**src/rtl/irqc_pkg.sv**
```systemverilog
package irqc_pkg;

    localparam int VEC_W   = 14;
    localparam int CTL_W   = 5;
    localparam int MAX_EXT = 4;

    typedef enum logic {
        SENS_LEVEL = 1'b0,
        SENS_EDGE  = 1'b1
    } sens_e;

    // configuration word: nesting enable on the top bit, pin modes below
    typedef struct packed {
        logic               nest_en;
        logic [MAX_EXT-1:0] sens;
    } ctl_t;

    function automatic logic [VEC_W-1:0] vec_addr(input int unsigned idx);
        return VEC_W'((idx + 1) << 2);
    endfunction

endpackage

```
**src/rtl/irqc_ext_front.sv**
```systemverilog
module irqc_ext_front #(
    parameter int NUM_EXT = 3
) (
    input  logic               clk,
    input  logic               rst,
    input  logic [NUM_EXT-1:0] pin_n_i,
    output logic [NUM_EXT-1:0] fall_o,
    output logic [NUM_EXT-1:0] low_o
);

    for (genvar g = 0; g < NUM_EXT; g++) begin : g_pin
        logic s1_q, s2_q, s3_q, low_q;

        always_ff @(posedge clk) begin
            if (rst) begin
                s1_q  <= 1'b1;
                s2_q  <= 1'b1;
                s3_q  <= 1'b1;
                low_q <= 1'b0;
            end else begin
                s1_q  <= pin_n_i[g];
                s2_q  <= s1_q;
                s3_q  <= s2_q;
                low_q <= ~s2_q;
            end
        end

        assign fall_o[g] = s3_q & ~s2_q;
        assign low_o[g]  = low_q;

        // a detected falling edge is followed by a low level indication
        p_fall_then_low_r3: assert property (@(posedge clk) disable iff (rst)
            fall_o[g] |=> low_o[g]);
    end

endmodule

```
**src/rtl/irqc_pend.sv**
```systemverilog
module irqc_pend #(
    parameter int N = 6
) (
    input  logic         clk,
    input  logic         rst,
    input  logic [N-1:0] set_i,
    input  logic [N-1:0] force_i,
    input  logic [N-1:0] clear_i,
    input  logic [N-1:0] svc_i,
    input  logic [N-1:0] edge_i,
    output logic [N-1:0] pend_o
);

    logic [N-1:0] force_q, clr_q, pend_q;

    always_ff @(posedge clk) begin
        if (rst) begin
            force_q <= '0;
            clr_q   <= '0;
            pend_q  <= '0;
        end else begin
            force_q <= force_i;
            clr_q   <= clear_i;
            pend_q  <= edge_i & (((pend_q & ~svc_i) | set_i | force_q) & ~clr_q);
        end
    end

    assign pend_o = pend_q;

    // a delayed clear always empties its bits, whatever arrives with it
    p_clear_wins_r7: assert property (@(posedge clk) disable iff (rst)
        (|clr_q) |=> ((pend_q & $past(clr_q)) == '0));

endmodule

```
**src/rtl/irqc_arb.sv**
```systemverilog
module irqc_arb #(
    parameter int N     = 6,
    parameter int IDX_W = (N > 1) ? $clog2(N) : 1
) (
    input  logic [N-1:0]     req_i,
    output logic [N-1:0]     grant_o,
    output logic [IDX_W-1:0] idx_o,
    output logic             any_o
);

    always_comb begin
        grant_o = '0;
        idx_o   = '0;
        for (int i = N - 1; i >= 0; i--) begin
            if (req_i[i]) begin
                grant_o    = '0;
                grant_o[i] = 1'b1;
                idx_o      = IDX_W'(i);
            end
        end
    end

    assign any_o = |req_i;

endmodule

```
**src/rtl/irq_prio_ctrl.sv**
```systemverilog
module irq_prio_ctrl
    import irqc_pkg::*;
#(
    parameter int NUM_SRC = 6,
    parameter int NUM_EXT = 3
) (
    input  logic                       clk,
    input  logic                       rst,
    input  logic [NUM_EXT-1:0]         ext_irq_n_i,
    input  logic [NUM_SRC-NUM_EXT-1:0] int_req_i,
    input  logic                       mask_we_i,
    input  logic [NUM_SRC-1:0]         mask_wdata_i,
    input  logic                       ctl_we_i,
    input  logic [CTL_W-1:0]           ctl_wdata_i,
    input  logic [NUM_SRC-1:0]         force_i,
    input  logic [NUM_SRC-1:0]         clear_i,
    input  logic                       gie_set_i,
    input  logic                       gie_clr_i,
    input  logic                       rti_i,
    input  logic [NUM_SRC-1:0]         rti_mask_i,
    output logic                       take_o,
    output logic [VEC_W-1:0]           vec_o,
    output logic [NUM_SRC-1:0]         save_mask_o,
    output logic                       nop_o,
    output logic [NUM_SRC-1:0]         mask_o
);

    localparam int IDX_W = (NUM_SRC > 1) ? $clog2(NUM_SRC) : 1;

    ctl_t               ctl_q, ctl_eff;
    logic [NUM_SRC-1:0] mask_q, save_q, grant_q;
    logic               gie_q, hold_q, take_q, nop_q;
    logic [VEC_W-1:0]   vec_q;

    logic [NUM_EXT-1:0] fall, low;
    logic [NUM_SRC-1:0] edge_type, set_vec, lvl_req, pend, req, cand;
    logic [NUM_SRC-1:0] grant, svc, entry;
    logic [IDX_W-1:0]   idx;
    logic               any, take_ok;
    logic               ctl_unused;

    assign ctl_unused = ^ctl_eff.sens;

    irqc_ext_front #(.NUM_EXT(NUM_EXT)) u_front (
        .clk     (clk),
        .rst     (rst),
        .pin_n_i (ext_irq_n_i),
        .fall_o  (fall),
        .low_o   (low)
    );

    for (genvar g = 0; g < NUM_SRC; g++) begin : g_src
        if (g < NUM_EXT) begin : g_ext
            assign edge_type[g] = (ctl_eff.sens[g] == SENS_EDGE);
            assign set_vec[g]   = fall[g];
            assign lvl_req[g]   = low[g];
        end else begin : g_int
            assign edge_type[g] = 1'b1;
            assign set_vec[g]   = int_req_i[g-NUM_EXT];
            assign lvl_req[g]   = 1'b0;
        end
    end

    irqc_pend #(.N(NUM_SRC)) u_pend (
        .clk     (clk),
        .rst     (rst),
        .set_i   (set_vec),
        .force_i (force_i),
        .clear_i (clear_i),
        .svc_i   (svc),
        .edge_i  (edge_type),
        .pend_o  (pend)
    );

    assign req  = (edge_type & pend) | (~edge_type & lvl_req);
    assign cand = req & mask_q;

    irqc_arb #(.N(NUM_SRC), .IDX_W(IDX_W)) u_arb (
        .req_i   (cand),
        .grant_o (grant),
        .idx_o   (idx),
        .any_o   (any)
    );

    assign take_ok = any & gie_q & ~hold_q & ~take_q & ~nop_q & ~mask_we_i & ~rti_i;
    assign svc     = take_ok ? grant : '0;

    // handler mask: keep only strictly more urgent bits when nesting
    always_comb begin
        entry = '0;
        for (int j = 0; j < NUM_SRC; j++) begin
            if (ctl_eff.nest_en && (j < int'(idx))) begin
                entry[j] = mask_q[j];
            end
        end
    end

    always_ff @(posedge clk) begin
        if (rst) begin
            ctl_q   <= '0;
            ctl_eff <= '0;
            mask_q  <= '0;
            gie_q   <= 1'b1;
            hold_q  <= 1'b0;
            take_q  <= 1'b0;
            nop_q   <= 1'b0;
            vec_q   <= '0;
            save_q  <= '0;
            grant_q <= '0;
        end else begin
            ctl_eff <= ctl_q;
            if (ctl_we_i) begin
                ctl_q <= ctl_t'(ctl_wdata_i);
            end
            hold_q <= mask_we_i;
            take_q <= take_ok;
            nop_q  <= take_q;
            if (gie_clr_i) begin
                gie_q <= 1'b0;
            end else if (gie_set_i) begin
                gie_q <= 1'b1;
            end
            if (take_ok) begin
                mask_q  <= entry;
                save_q  <= mask_q;
                grant_q <= grant;
                vec_q   <= vec_addr(32'(idx));
            end else if (rti_i) begin
                mask_q <= rti_mask_i;
            end else if (mask_we_i) begin
                mask_q <= mask_wdata_i;
            end
        end
    end

    assign take_o      = take_q;
    assign nop_o       = nop_q;
    assign vec_o       = vec_q;
    assign save_mask_o = save_q;
    assign mask_o      = mask_q;

    // the serviced source was enabled in the mask that was saved
    p_grant_enabled_r2: assert property (@(posedge clk) disable iff (rst)
        take_q |-> |(grant_q & save_q));

    // the handler mask never enables anything the saved mask did not
    p_entry_subset_r8: assert property (@(posedge clk) disable iff (rst)
        take_q |-> ((mask_q & ~save_q) == '0));

    // inserted no-operation follows every take
    p_nop_follows_r11: assert property (@(posedge clk) disable iff (rst)
        take_q |=> nop_q);

    // no back-to-back takes while the vector fetch is in flight
    p_no_take_busy_r11: assert property (@(posedge clk) disable iff (rst)
        (take_q || nop_q) |=> !take_q);

    // a mask write or return defers acceptance
    p_mask_write_defers_r12: assert property (@(posedge clk) disable iff (rst)
        (mask_we_i || rti_i) |=> !take_q);

    // nothing is taken while globally disabled
    p_gie_blocks_r10: assert property (@(posedge clk) disable iff (rst)
        !gie_q |=> !take_q);

endmodule

```
**config.mk**
```make
export PLATFORM = sky130hd
export DESIGN_NAME = irq_prio_ctrl
export DESIGN_NICKNAME = d
export VERILOG_FILES = /design/src/rtl/irqc_pkg.sv /design/src/rtl/irqc_ext_front.sv /design/src/rtl/irqc_pend.sv /design/src/rtl/irqc_arb.sv /design/src/rtl/irq_prio_ctrl.sv
export SDC_FILE = /design/constraint.sdc
export NUM_CORES = 1
export LEC_CHECK = 0
export BUFFER_PORTS_ARGS = -buffer_cell sky130_fd_sc_hd__buf_2
export CAP_MARGIN = 10
export CORE_MARGIN = 3
export CORE_UTILIZATION = 50
export DETAILED_ROUTE_END_ITERATION = 8
export GPL_ROUTABILITY_DRIVEN = 1
export GPL_TIMING_DRIVEN = 1
export PLACE_DENSITY = 0.84
export SYNTH_ARGS = -nofsm -noshare
export SYNTH_HDL_FRONTEND = slang
export SYNTH_SLANG_ARGS = --single-unit
```
**constraint.sdc**
```tcl
create_clock -name clk -period 2.5 [get_ports clk]
set_clock_uncertainty 0.15 [all_clocks]
set_input_delay 0.125 -clock clk [delete_from_list [all_inputs] [get_ports clk]]
set_output_delay 0.125 -clock clk [all_outputs]
set_load 0.01 [all_outputs]
```
After elaboration in Yosys (flattened, before gate mapping)
Cells that the tools add are included.
{"block": "op_classes", "n_addsub": 1, "order_cmp": 6, "n_eq_ne": 6, "muxes": 24, "bitwise": 29, "n_reduce_logical": 15}
{"op": "6-bit two-way mux", "count": 10}
{"op": "6-bit bitwise AND", "count": 5}
{"op": "3-bit two-way mux", "count": 6}
{"op": "6-bit NOT", "count": 3}
{"op": "6-bit OR", "count": 3}
{"op": "2-bit inequality test (second input constant)", "count": 6}
{"op": "2-bit AND reduction", "count": 6}
{"op": "1-bit bitwise AND", "count": 9}
{"op": "1-bit two-way mux", "count": 8}
{"op": "1-bit NOT", "count": 8}
{"op": "6-bit by 3-bit bitwise AND with 6-bit output", "count": 1}
{"op": "1-bit logical AND", "count": 6}
{"op": "1-bit by 3-bit < comparator with 1-bit output (first input constant)", "count": 2}
{"op": "2-bit by 3-bit < comparator with 1-bit output (first input constant)", "count": 2}
{"op": "3-bit < comparator (first input constant)", "count": 2}
{"op": "6-bit OR reduction", "count": 1}
{"op": "3-bit by 1-bit adder with 4-bit output (second input constant)", "count": 1}
{"op": "3-bit nonzero test", "count": 1}
{"op": "2-bit nonzero test", "count": 1}
{"block": "word_totals", "ff_bits": 66, "output_inout_bits": 28, "word_cells": 112}

Logic depth before layout (Yosys ltp)
Gate-level depths: netlist of run 1.
{"block": "depth", "depth_word": 18, "depth_mapped": 8}

By module
A second synthesis of run 1 with hierarchy kept.
{"block": "unflattened", "hier_cells": 247, "area_unflattened_um2": 2403.6}
{"module": "irq_prio_ctrl", "instances": 1, "cells_each": 149, "area_per_inst_um2": 1317.5, "seq_area_each_um2": 560.5}
{"module": "irqc_pend", "instances": 1, "cells_each": 50, "area_per_inst_um2": 631.9, "seq_area_each_um2": 360.3}
{"module": "irqc_ext_front", "instances": 1, "cells_each": 31, "area_per_inst_um2": 360.3, "seq_area_each_um2": 240.2}
{"module": "irqc_arb", "instances": 1, "cells_each": 17, "area_per_inst_um2": 93.8, "seq_area_each_um2": 0.0}

Worst setup path after synthesis of run 1
Ideal clock, no wire load.
{"block": "synth_path", "kind": "register to register", "start": "register ctl_eff[1] (netlist name)", "end": "register vec_q[4] (netlist: vec_o[4])", "t_arrival_ns": 1.712, "required_time_ns": 2.264, "setup_slack_ns": 0.553, "path_stages_with_launch": 8, "n_path_buf": 0, "period_less_slack_ns": 1.947, "path_cell_list": "dfxtp_1 -> mux2_2 -> nand2_1 -> o21ai_0 -> and2_1 -> ha_1 -> xor2_1 -> a211oi_1"}
{"block": "synth_via", "elab_chain_len": 11}
{"item": "from (decl)", "line_no": "irq_prio_ctrl.sv:30", "text": "ctl_t ctl_q, ctl_eff;"}
{"item": "from (signal assigned)", "line_no": "irq_prio_ctrl.sv:111", "text": "ctl_eff <= ctl_q;"}
{"item": "6-bit NOT", "line_no": "irq_prio_ctrl.sv:75", "text": "assign req = (edge_type & pend) | (~edge_type & lvl_req);"}
{"item": "6-bit by 3-bit bitwise AND with 6-bit output", "line_no": "irq_prio_ctrl.sv:75"}
{"item": "6-bit OR (*)", "line_no": "irq_prio_ctrl.sv:75"}
{"item": "6-bit bitwise AND (*)", "line_no": "irq_prio_ctrl.sv:76", "text": "assign cand = req & mask_q;"}
{"item": "6-bit OR reduction", "line_no": "irqc_arb.sv:23", "text": "assign any_o = |req_i;"}
{"item": "1-bit bitwise AND (6 in series)", "line_no": "irq_prio_ctrl.sv:85", "text": "assign take_ok = any & gie_q & ~hold_q & ~take_q & ~nop_q & ~mask_we_i & ~rti_i;"}
{"item": "to (signal assigned)", "line_no": "irq_prio_ctrl.sv:127", "text": "vec_q <= vec_addr(32'(idx));"}
{"item": "to (decl)", "line_no": "irq_prio_ctrl.sv:33", "text": "logic [VEC_W-1:0] vec_q;"}
Every way passes the cells marked *; elsewhere a longest branch is shown, timed or not.
A chain may end at the register's enable or synchronous reset.

Final worst setup path of run 1
Ends and elaborated chain as after synthesis.

==> run summary, run 1 <==
Yosys mapped a number of flops with a built-in enable equal to 0. The run finished with clean final reports. The run gives 0.001517 W as the internal power summed over all cells.

Sequential cells account for 50.1% of the total power. The largest net degree at the start of global routing came out at 42. Setup repair after global routing left no endpoint under its margin. Clock tree synthesis found a total of 58 sinks. The number of max-capacitance violations reported came out at 0.

In this run the most critical hold path is launched from mask_wdata_i[5]. For this run, the number of Yosys warnings is 0. The most used flip-flop cell after synthesis is sky130_fd_sc_hd__dfxtp_1.

The placed instance area came out at 0.002574 mm². Multi-input combinational cell area: 0.001007 mm². Starting utilization of the core area: 54.50%. The area used by sequential logic in the layout came out at 0.001161 mm².

After synthesis, the mean cell area works out to 10.31 µm². Summed over all nets, the half-perimeter wirelength after detailed placement is 3116 µm. The clock-pin slew reported for the worst setup and hold paths after clock tree synthesis was 0.06 ns; the global router's overall resource usage was 20.51%.

The first-pass GRT wire length is 8259 µm. The synthesized netlist devotes 0.5464% of its cell area to adder and majority cells. The finished cells cover 0.003067 mm². The count of port buffers added during placement was 58; the post-synthesis sequential area ratio was 50.71%. Highest fanout seen on the critical path: 10. The run gives 0.4728 mV as the largest voltage drop on the vdd net.

Data on the critical path arrives at its endpoint at 2.30 ns. Net switching is 23.15% of the power. The final max-slew violation count is 0. The pre-antenna-repair detailed-routing pass consisted of 4 iterations. Dividing the detail-routed wire length by the instance count gives 13.77 µm. At the worst endpoint, the required time is 2.59 ns. The root cell of the clock tree was sky130_fd_sc_hd__clkbuf_8. Setup violations remaining at the end of the flow were counted as 0. The setup path with the least slack is of type flop to flop.

The flop and latch count out of synthesis came out at 58. The synthesized instance count came out at 222. The analysis attributes to net switching a power of 0.0004572 W. The share of total power in the clock network is 39.2%. The sort of element at the start of the critical path is a flop. The leakage power summed over all cells was 1.447 nW; the top cell type's share of synthesized area was 50.71%.

Routability-driven placement finished with a final weighted congestion of 0.7825. The synthesized netlist devotes 11.75% of its cell area to compound gates. The die height is 73.67 µm, and the number of design-rule violations left by the first detailed-router iteration is 148.

Buffers added to address setup during post-CTS repair amount to 0. TritonCTS buffer count: 9. TritonCTS built the clock tree. Area of the core: 0.004202 mm².

Critical path endpoint category: a flop. The post-CTS resize count came out at 0. Hold violation total from the final report: 0. By area the synthesized netlist is led by sky130_fd_sc_hd__dfxtp_1 (51%), sky130_fd_sc_hd__mux2i_1 (7.0%), sky130_fd_sc_hd__nor2b_1 (5.5%). The initial antenna violation count was 0. The remaining max-slew budget at the tightest pin was 52.51%. 70 I/O pins were placed.

The end of the worst register-to-register path is vec_o[4]. The worst reg2reg path startpoint is ctl_eff[1]. Based on the critical path, the design can be clocked at up to 452.7 MHz.

The fraction of the mapped netlist area in simple logic gates works out to 20.05%. Across all hold checks on the routed design, the worst slack comes to 0.03003 ns. In this run, distinct cell masters in the synthesized netlist total 50. Once detail routing completed, the nets flagged for antenna violations numbered 0.

The number of global-route vias before repair was 1850; the aggregate global routing overflow was 0. The worst hold path terminates at mask_o[5]. For this block, the routed nets add up to 5082 µm of wire. The worst hold path depth works out to 3. The actual slew at the worst max-slew pin works out to 0.7124 ns.

For this design the ratio of total power to cell area is 643.8 mW/mm². The clock passes through at most 2 buffers. In the routed layout, each cell is associated on average with a via count of 5.019. The biggest area consumer among synthesized cells is sky130_fd_sc_hd__dfxtp_1.

The worst path needs 2.209 ns of the cycle, external delays included. The vias after detailed routing is 1852. The clock latency on the worst-skew pair was 0.33 ns; the fraction of registers with async set/reset was 0%. After Yosys synthesis, XOR and XNOR cells account for 0.3825% of the synthesized area. The slack of the worst reg-to-reg path was 0.29 ns; the mapped cell area was 0.002290 mm².

The die area was 0.005427 mm²; the number of rows in the core area was 23. The part of the cycle the worst path needs works out to 88.35%. Kind of path behind the tightest hold check: input port to flop. The fill cell total of the finished layout was 295. The run gives 0 ns as the aggregate negative setup slack. The share of synthesized area spent on multiplexers is 9.617%. By area, the combinational part of the netlist is dominated by simple AND/OR/NAND/NOR gates. The die is 73.67 µm wide. The DRC violation count after routing was 0; the number of diodes added for antenna fixing was 0. Count of nets after finishing: 357. The number of cells on the worst reg-to-reg path is 7. Of the total power, combinational logic draws 10.7%.

CTS built an H-tree with a depth of 3. Cells with a size suffix above 1 make up 29.78% of the layout. The post-synthesis to final-layout area growth works out to 33.93%.
-- worst max-delay path: stages (launching register included) --
cell,delay (ns)
sky130_fd_sc_hd__dfxtp_1,0.32
sky130_fd_sc_hd__mux2_2,0.33
sky130_fd_sc_hd__nand2_1,0.29
sky130_fd_sc_hd__o21ai_0,0.18
sky130_fd_sc_hd__and2_1,0.21
sky130_fd_sc_hd__ha_1,0.20
sky130_fd_sc_hd__xor2_1,0.18
sky130_fd_sc_hd__a211oi_1,0.25
-- repair_timing --
item	4_1_cts	5_1_grt
setup endpoints to repair	0	0
hold buffers	31	0
endpoints found under the hold margin	26	0
-- cell usage in the layout, fill, tap and decap left out, drive strengths merged, types with 3 or more instances in the layout --
master        n
buf          61
mux2i        16
a221oi        3
o31ai         3
mux2          5
a21oi         7
inv           8
a211oi        5
nor2b        20
clkbuf       14
nor4b         3
nand3         4
or2           9
dlygate4sd3  31
and2          3
conb         10
dfxtp        58
nand2        10
nor2         23
-- kinds of logic (layout without fill, tap and decap cells) --
group                      after synthesis  in the layout
buffers and inverters                   28            116
adders and majority gates                1              1
DFF                                     58             58
other                                    1             10
muxes                                   21             21
xor gates and xnor gates                 1              1
AOI/OAI and AO/OA                       30             30
and+or+nand+nor                         82             82
-- sequential cells by signal, summed over array words and instances (netlist names), 3 cells and up --
name and flops:
u_front.g_pin.s3_q 3, ctl_q 4, u_front.g_pin.low_q 3, save_mask_o 6, ctl_eff 4, u_pend.pend_o 6, u_pend.force_q 6, u_pend.clr_q 6
vec_o 4, u_front.g_pin.s2_q 3, mask_o 6, u_front.g_pin.s1_q 3
-- metrics by stage --
| step | power, W | std cells | setup slack, ns | util (%) |
|---|---|---|---|---|
| after detailed placement | 0.001175 | 322 | 0.3625 | 61.26 |
| after global routing | 0.002055 | 369 | 0.1220 | 72.99 |
| after CTS | 0.001985 | 369 | 0.3294 | 72.99 |
| after floorplan | 0.001123 | 231 | 0.5528 | - |
| after global placement | 0.001169 | 322 | 0.4132 | 61.26 |
| final | 0.001974 | 369 | 0.2912 | 72.99 |
-- metal layers --
| metal | GRT usage (%) | wire length, µm |
|---|---|---|
| met1 | 22.28 | 2106 |
| met4 | 10.06 | 106 |
| met2 | 35.24 | 2521 |
| met5 | 0 | 0 |
| met3 | 7.114 | 348 |
-- synth_stat cells (4+ instances only) --
library cell / count
sky130_fd_sc_hd__dfxtp_1: 58
sky130_fd_sc_hd__nor2_1: 22
sky130_fd_sc_hd__nor2b_1: 20
sky130_fd_sc_hd__mux2i_1: 16
sky130_fd_sc_hd__buf_4: 11
sky130_fd_sc_hd__nand2_1: 9
sky130_fd_sc_hd__inv_1: 8
sky130_fd_sc_hd__or2_2: 8
sky130_fd_sc_hd__a21oi_1: 6
sky130_fd_sc_hd__a211oi_1: 5
sky130_fd_sc_hd__clkbuf_1: 4
sky130_fd_sc_hd__nand3_1: 4
-- cell type report --
class                      count  share of cell area (%)
clock buffer                  14                   5.630
clock inverter                 2                  0.3264
inverter                       8                  0.9792
multi-input combinational    145                   32.84
sequential                    58                   37.86
tap                           50                   2.040
timing repair buffer          92                   20.32
-- power groups by stage --
stage	clock network [W]	registers (W)	logic, W
3_3_place_gp	0	0.00101	0.000162
5_1_grt	0.000829	0.000994	0.000233
4_1_cts	0.000789	0.000989	0.000208
6_report	0.000774	0.000989	0.000211
2_1_floorplan	0	0.00101	0.000116
3_5_place_dp	0	0.00101	0.000167
-- worst max path at each step --
| stage | depth (start not counted) | end | slack [ns] | from |
|---|---|---|---|---|
| finish | 7 | vec_o[4] | 0.29 | ctl_eff[1] |
| global route | 7 | vec_o[4] | 0.12 | ctl_eff[1] |
| CTS | 7 | vec_o[4] | 0.33 | ctl_eff[1] |
| detailed placement | 7 | vec_o[4] | 0.36 | ctl_eff[1] |
| global placement | 7 | vec_o[4] | 0.41 | ctl_eff[1] |
| floorplan | 7 | vec_o[4] | 0.55 | ctl_eff[1] |
Note: power is estimated with default switching activity, not from simulation.
==> run 2: changes to the inputs <==
--- a/config.mk
+++ b/config.mk
@@ -12,7 +12,7 @@
 export DETAILED_ROUTE_END_ITERATION = 8
 export GPL_ROUTABILITY_DRIVEN = 1
 export GPL_TIMING_DRIVEN = 1
-export PLACE_DENSITY = 0.84
+export PLACE_DENSITY = 0.85
 export SYNTH_ARGS = -nofsm -noshare
 export SYNTH_HDL_FRONTEND = slang
 export SYNTH_SLANG_ARGS = --single-unit
==> run summary, run 2 (synthesized netlist as in run 1, its figures left out) <==
The count of nets after finishing was 356. Data arrives at the worst endpoint at 2.24 ns. The end point of the critical path is vec_o[4]. The run gives 1972 as the number of global-route vias before repair. The startpoint of the worst hold path was ctl_we_i.

The count of port buffers added during placement works out to 58. After clock tree synthesis, the repair step resized 0 gates. The die height came out at 73.67 µm. Cells with a size suffix above 1 make up 30.19% of the layout. The number of clock sinks was 58. Entering global routing, the biggest net connects 38 pins. The total overflow left after global routing is 0. The floorplan step defined a core boundary enclosing 0.004202 mm².

Clock-pin slew reported for the worst setup and hold paths after clock tree synthesis: 0.07 ns. The critical path contains buffers and inverters numbering 0 combined. The tools report the first-pass GRT wire length as 8666 µm. The run gives 4 as the first-pass iteration count of the detailed router.

The tree is rooted in a sky130_fd_sc_hd__clkbuf_8. The part of the cycle the worst path needs was 85.44%; the starting utilization of the core area was 54.50%. Clock tree synthesis inserted a total of 9 buffers.

The logs give 5281 µm for the sum of routed wire length over all layers and 1.457 nW for the leakage power summed over all cells. The worst register-to-register path has a setup slack of 0.36 ns. The tightest hold margin was 0.02995 ns; the actual slew at the worst max-slew pin was 0.6698 ns. The hold violation total from the final report is 0, and the instance count on the critical path is 7.

From left edge to right edge, the die measures 73.67 µm. The DRC violation count after routing is 0, and the global router's overall resource usage is 21.97%. The tools report the number of rows in the core area as 23. The path class of the tightest hold or removal check is input port to flop. The post-synthesis to final-layout area growth was 35.08%. For the critical path required time, the log shows 2.60 ns. The clock latency on the worst-skew pair is 0.34 ns, and the power per cell area is 695.1 mW/mm². The routed length per instance came out at 14.35 µm.

Along the worst path, the maximum fanout reaches 10. The critical path goes through mux2_2 > nand2_1 > o21ai_0 > and2_1 > ha_1 > xor2_1 > a211oi_1. The initial antenna violation count was 0. The detail route stage leaves a number of antenna-violating nets equal to 0. For the half-perimeter wire length after placement, the log shows 3219 µm.

The vias after detailed routing came out at 1856. The worst setup path is of the flop to flop kind. The largest voltage drop on the vdd net is 0.4685 mV, and the maximum clock rate is 468.2 MHz. For the count of final setup violators, the log shows 0.

70 I/O pins were placed. The first routing iteration left 121 violations. The worst register-to-register path begins at ctl_eff[1]. Die area: 0.005427 mm². At the end of routability-driven placement, the weighted congestion stood at 0.8620. In the layout the commonest cells are sky130_fd_sc_hd__dfxtp_1 (58), sky130_fd_sc_hd__buf_2 (58), sky130_fd_sc_hd__dlygate4sd3_1 (30), sky130_fd_sc_hd__nor2_1 (22), sky130_fd_sc_hd__nor2b_1 (20). For the finished layout, the period the worst path requires is 2.136 ns. TritonCTS built the clock tree.

For this run, the slowest stage of the critical path takes 0.33 ns. CTS built an H-tree with a depth of 3. On the critical path the largest part of the delay comes from simple AND/OR/NAND/NOR gates. The final max-slew violation count was 0.

The run finished with clean final reports. The tools report the end of the worst register-to-register path as vec_o[4]. 0 antenna diodes ended up in the layout.

The run gives 0 ns as the aggregate negative setup slack. In the routed layout, each cell is associated on average with a via count of 5.043. The slowest stage of the critical path belongs to the cell sky130_fd_sc_hd__dfxtp_1. The clock passes through at most 2 buffers. Setup repair after global routing left no endpoint under its margin. Tracing the worst setup path back leads to its startpoint at ctl_eff[1]. Across the run, the number of max-cap violations was 0. Remaining max-slew budget at the tightest pin: 55.34%. The sort of element at the start of the critical path is a flop. The cell depth of the worst flop-to-flop path was 7. The worst hold path depth is 3. The critical path endpoint category was a flop.
==> run 2: routing by layer <==
metal / routed length, µm / vias to the layer above / track usage (%)
met5: 0 / - / 0
met3: 333 / 15 / 6.019
met1: 2010 / 859 / 21.70
li1: - / 922 / -
met4: 132 / 0 / 14.29
met2: 2806 / 60 / 39.67
==> run 2: per-stage QoR <==
stage          power (W)  utilization (%)  area [µm²]  setup slack, ns  instances
2_1_floorplan   0.001123                -        2323           0.5528        231
3_3_place_gp    0.001170            61.26        2574           0.4315        322
3_5_place_dp    0.001176            61.26        2574           0.3731        322
4_1_cts         0.002159            73.62        3093           0.3604        368
5_1_grt         0.002226            73.62        3093           0.1868        368
6_report        0.002150            73.62        3093           0.3640        368
==> run 2: power by group <==
| part | leakage, nW | total, W | switching (W) | internal (W) |
|---|---|---|---|---|
| combinational | 0.871 | 0.000210 | 0.0000969 | 0.000113 |
| sequential | 0.477 | 0.000989 | 0.0000249 | 0.000964 |
| clock | 0.109 | 0.000951 | 0.000366 | 0.000585 |
| total | 1.46 | 0.00215 | 0.000488 | 0.00166 |
==> run 2: area by class of cell <==
class / count / area, µm²
Clock buffer: 11 / 141.4
Clock inverter: 5 / 77.57
Fill cell: 301 / 1109
Inverter: 8 / 30.03
Multi-Input combinational cell: 145 / 1007
Sequential cell: 58 / 1161
Tap cell: 50 / 62.56
Timing Repair Buffer: 91 / 613.1
==> run 2: repair_timing <==
| item | in CTS | in global routing |
|---|---|---|
| buffers inserted | 0 | 0 |
| hold buffers | 30 | 0 |
| setup endpoints to repair | 0 | 0 |
| endpoints found under the hold margin | 26 | 0 |
==> run 2: worst min path at each step <==
stage / to
global route: ctl_q[1]
CTS: ctl_q[1]
detailed placement: u_front.g_pin[1].s1_q
floorplan: gie_q
global placement: u_front.g_pin[1].s1_q
finish: ctl_q[1]
==> run 2: tightest hold or removal path, stage by stage <==
cell,delay [ns]
sky130_fd_sc_hd__buf_2,0.16
sky130_fd_sc_hd__mux2i_1,0.10
sky130_fd_sc_hd__nor2_1,0.09
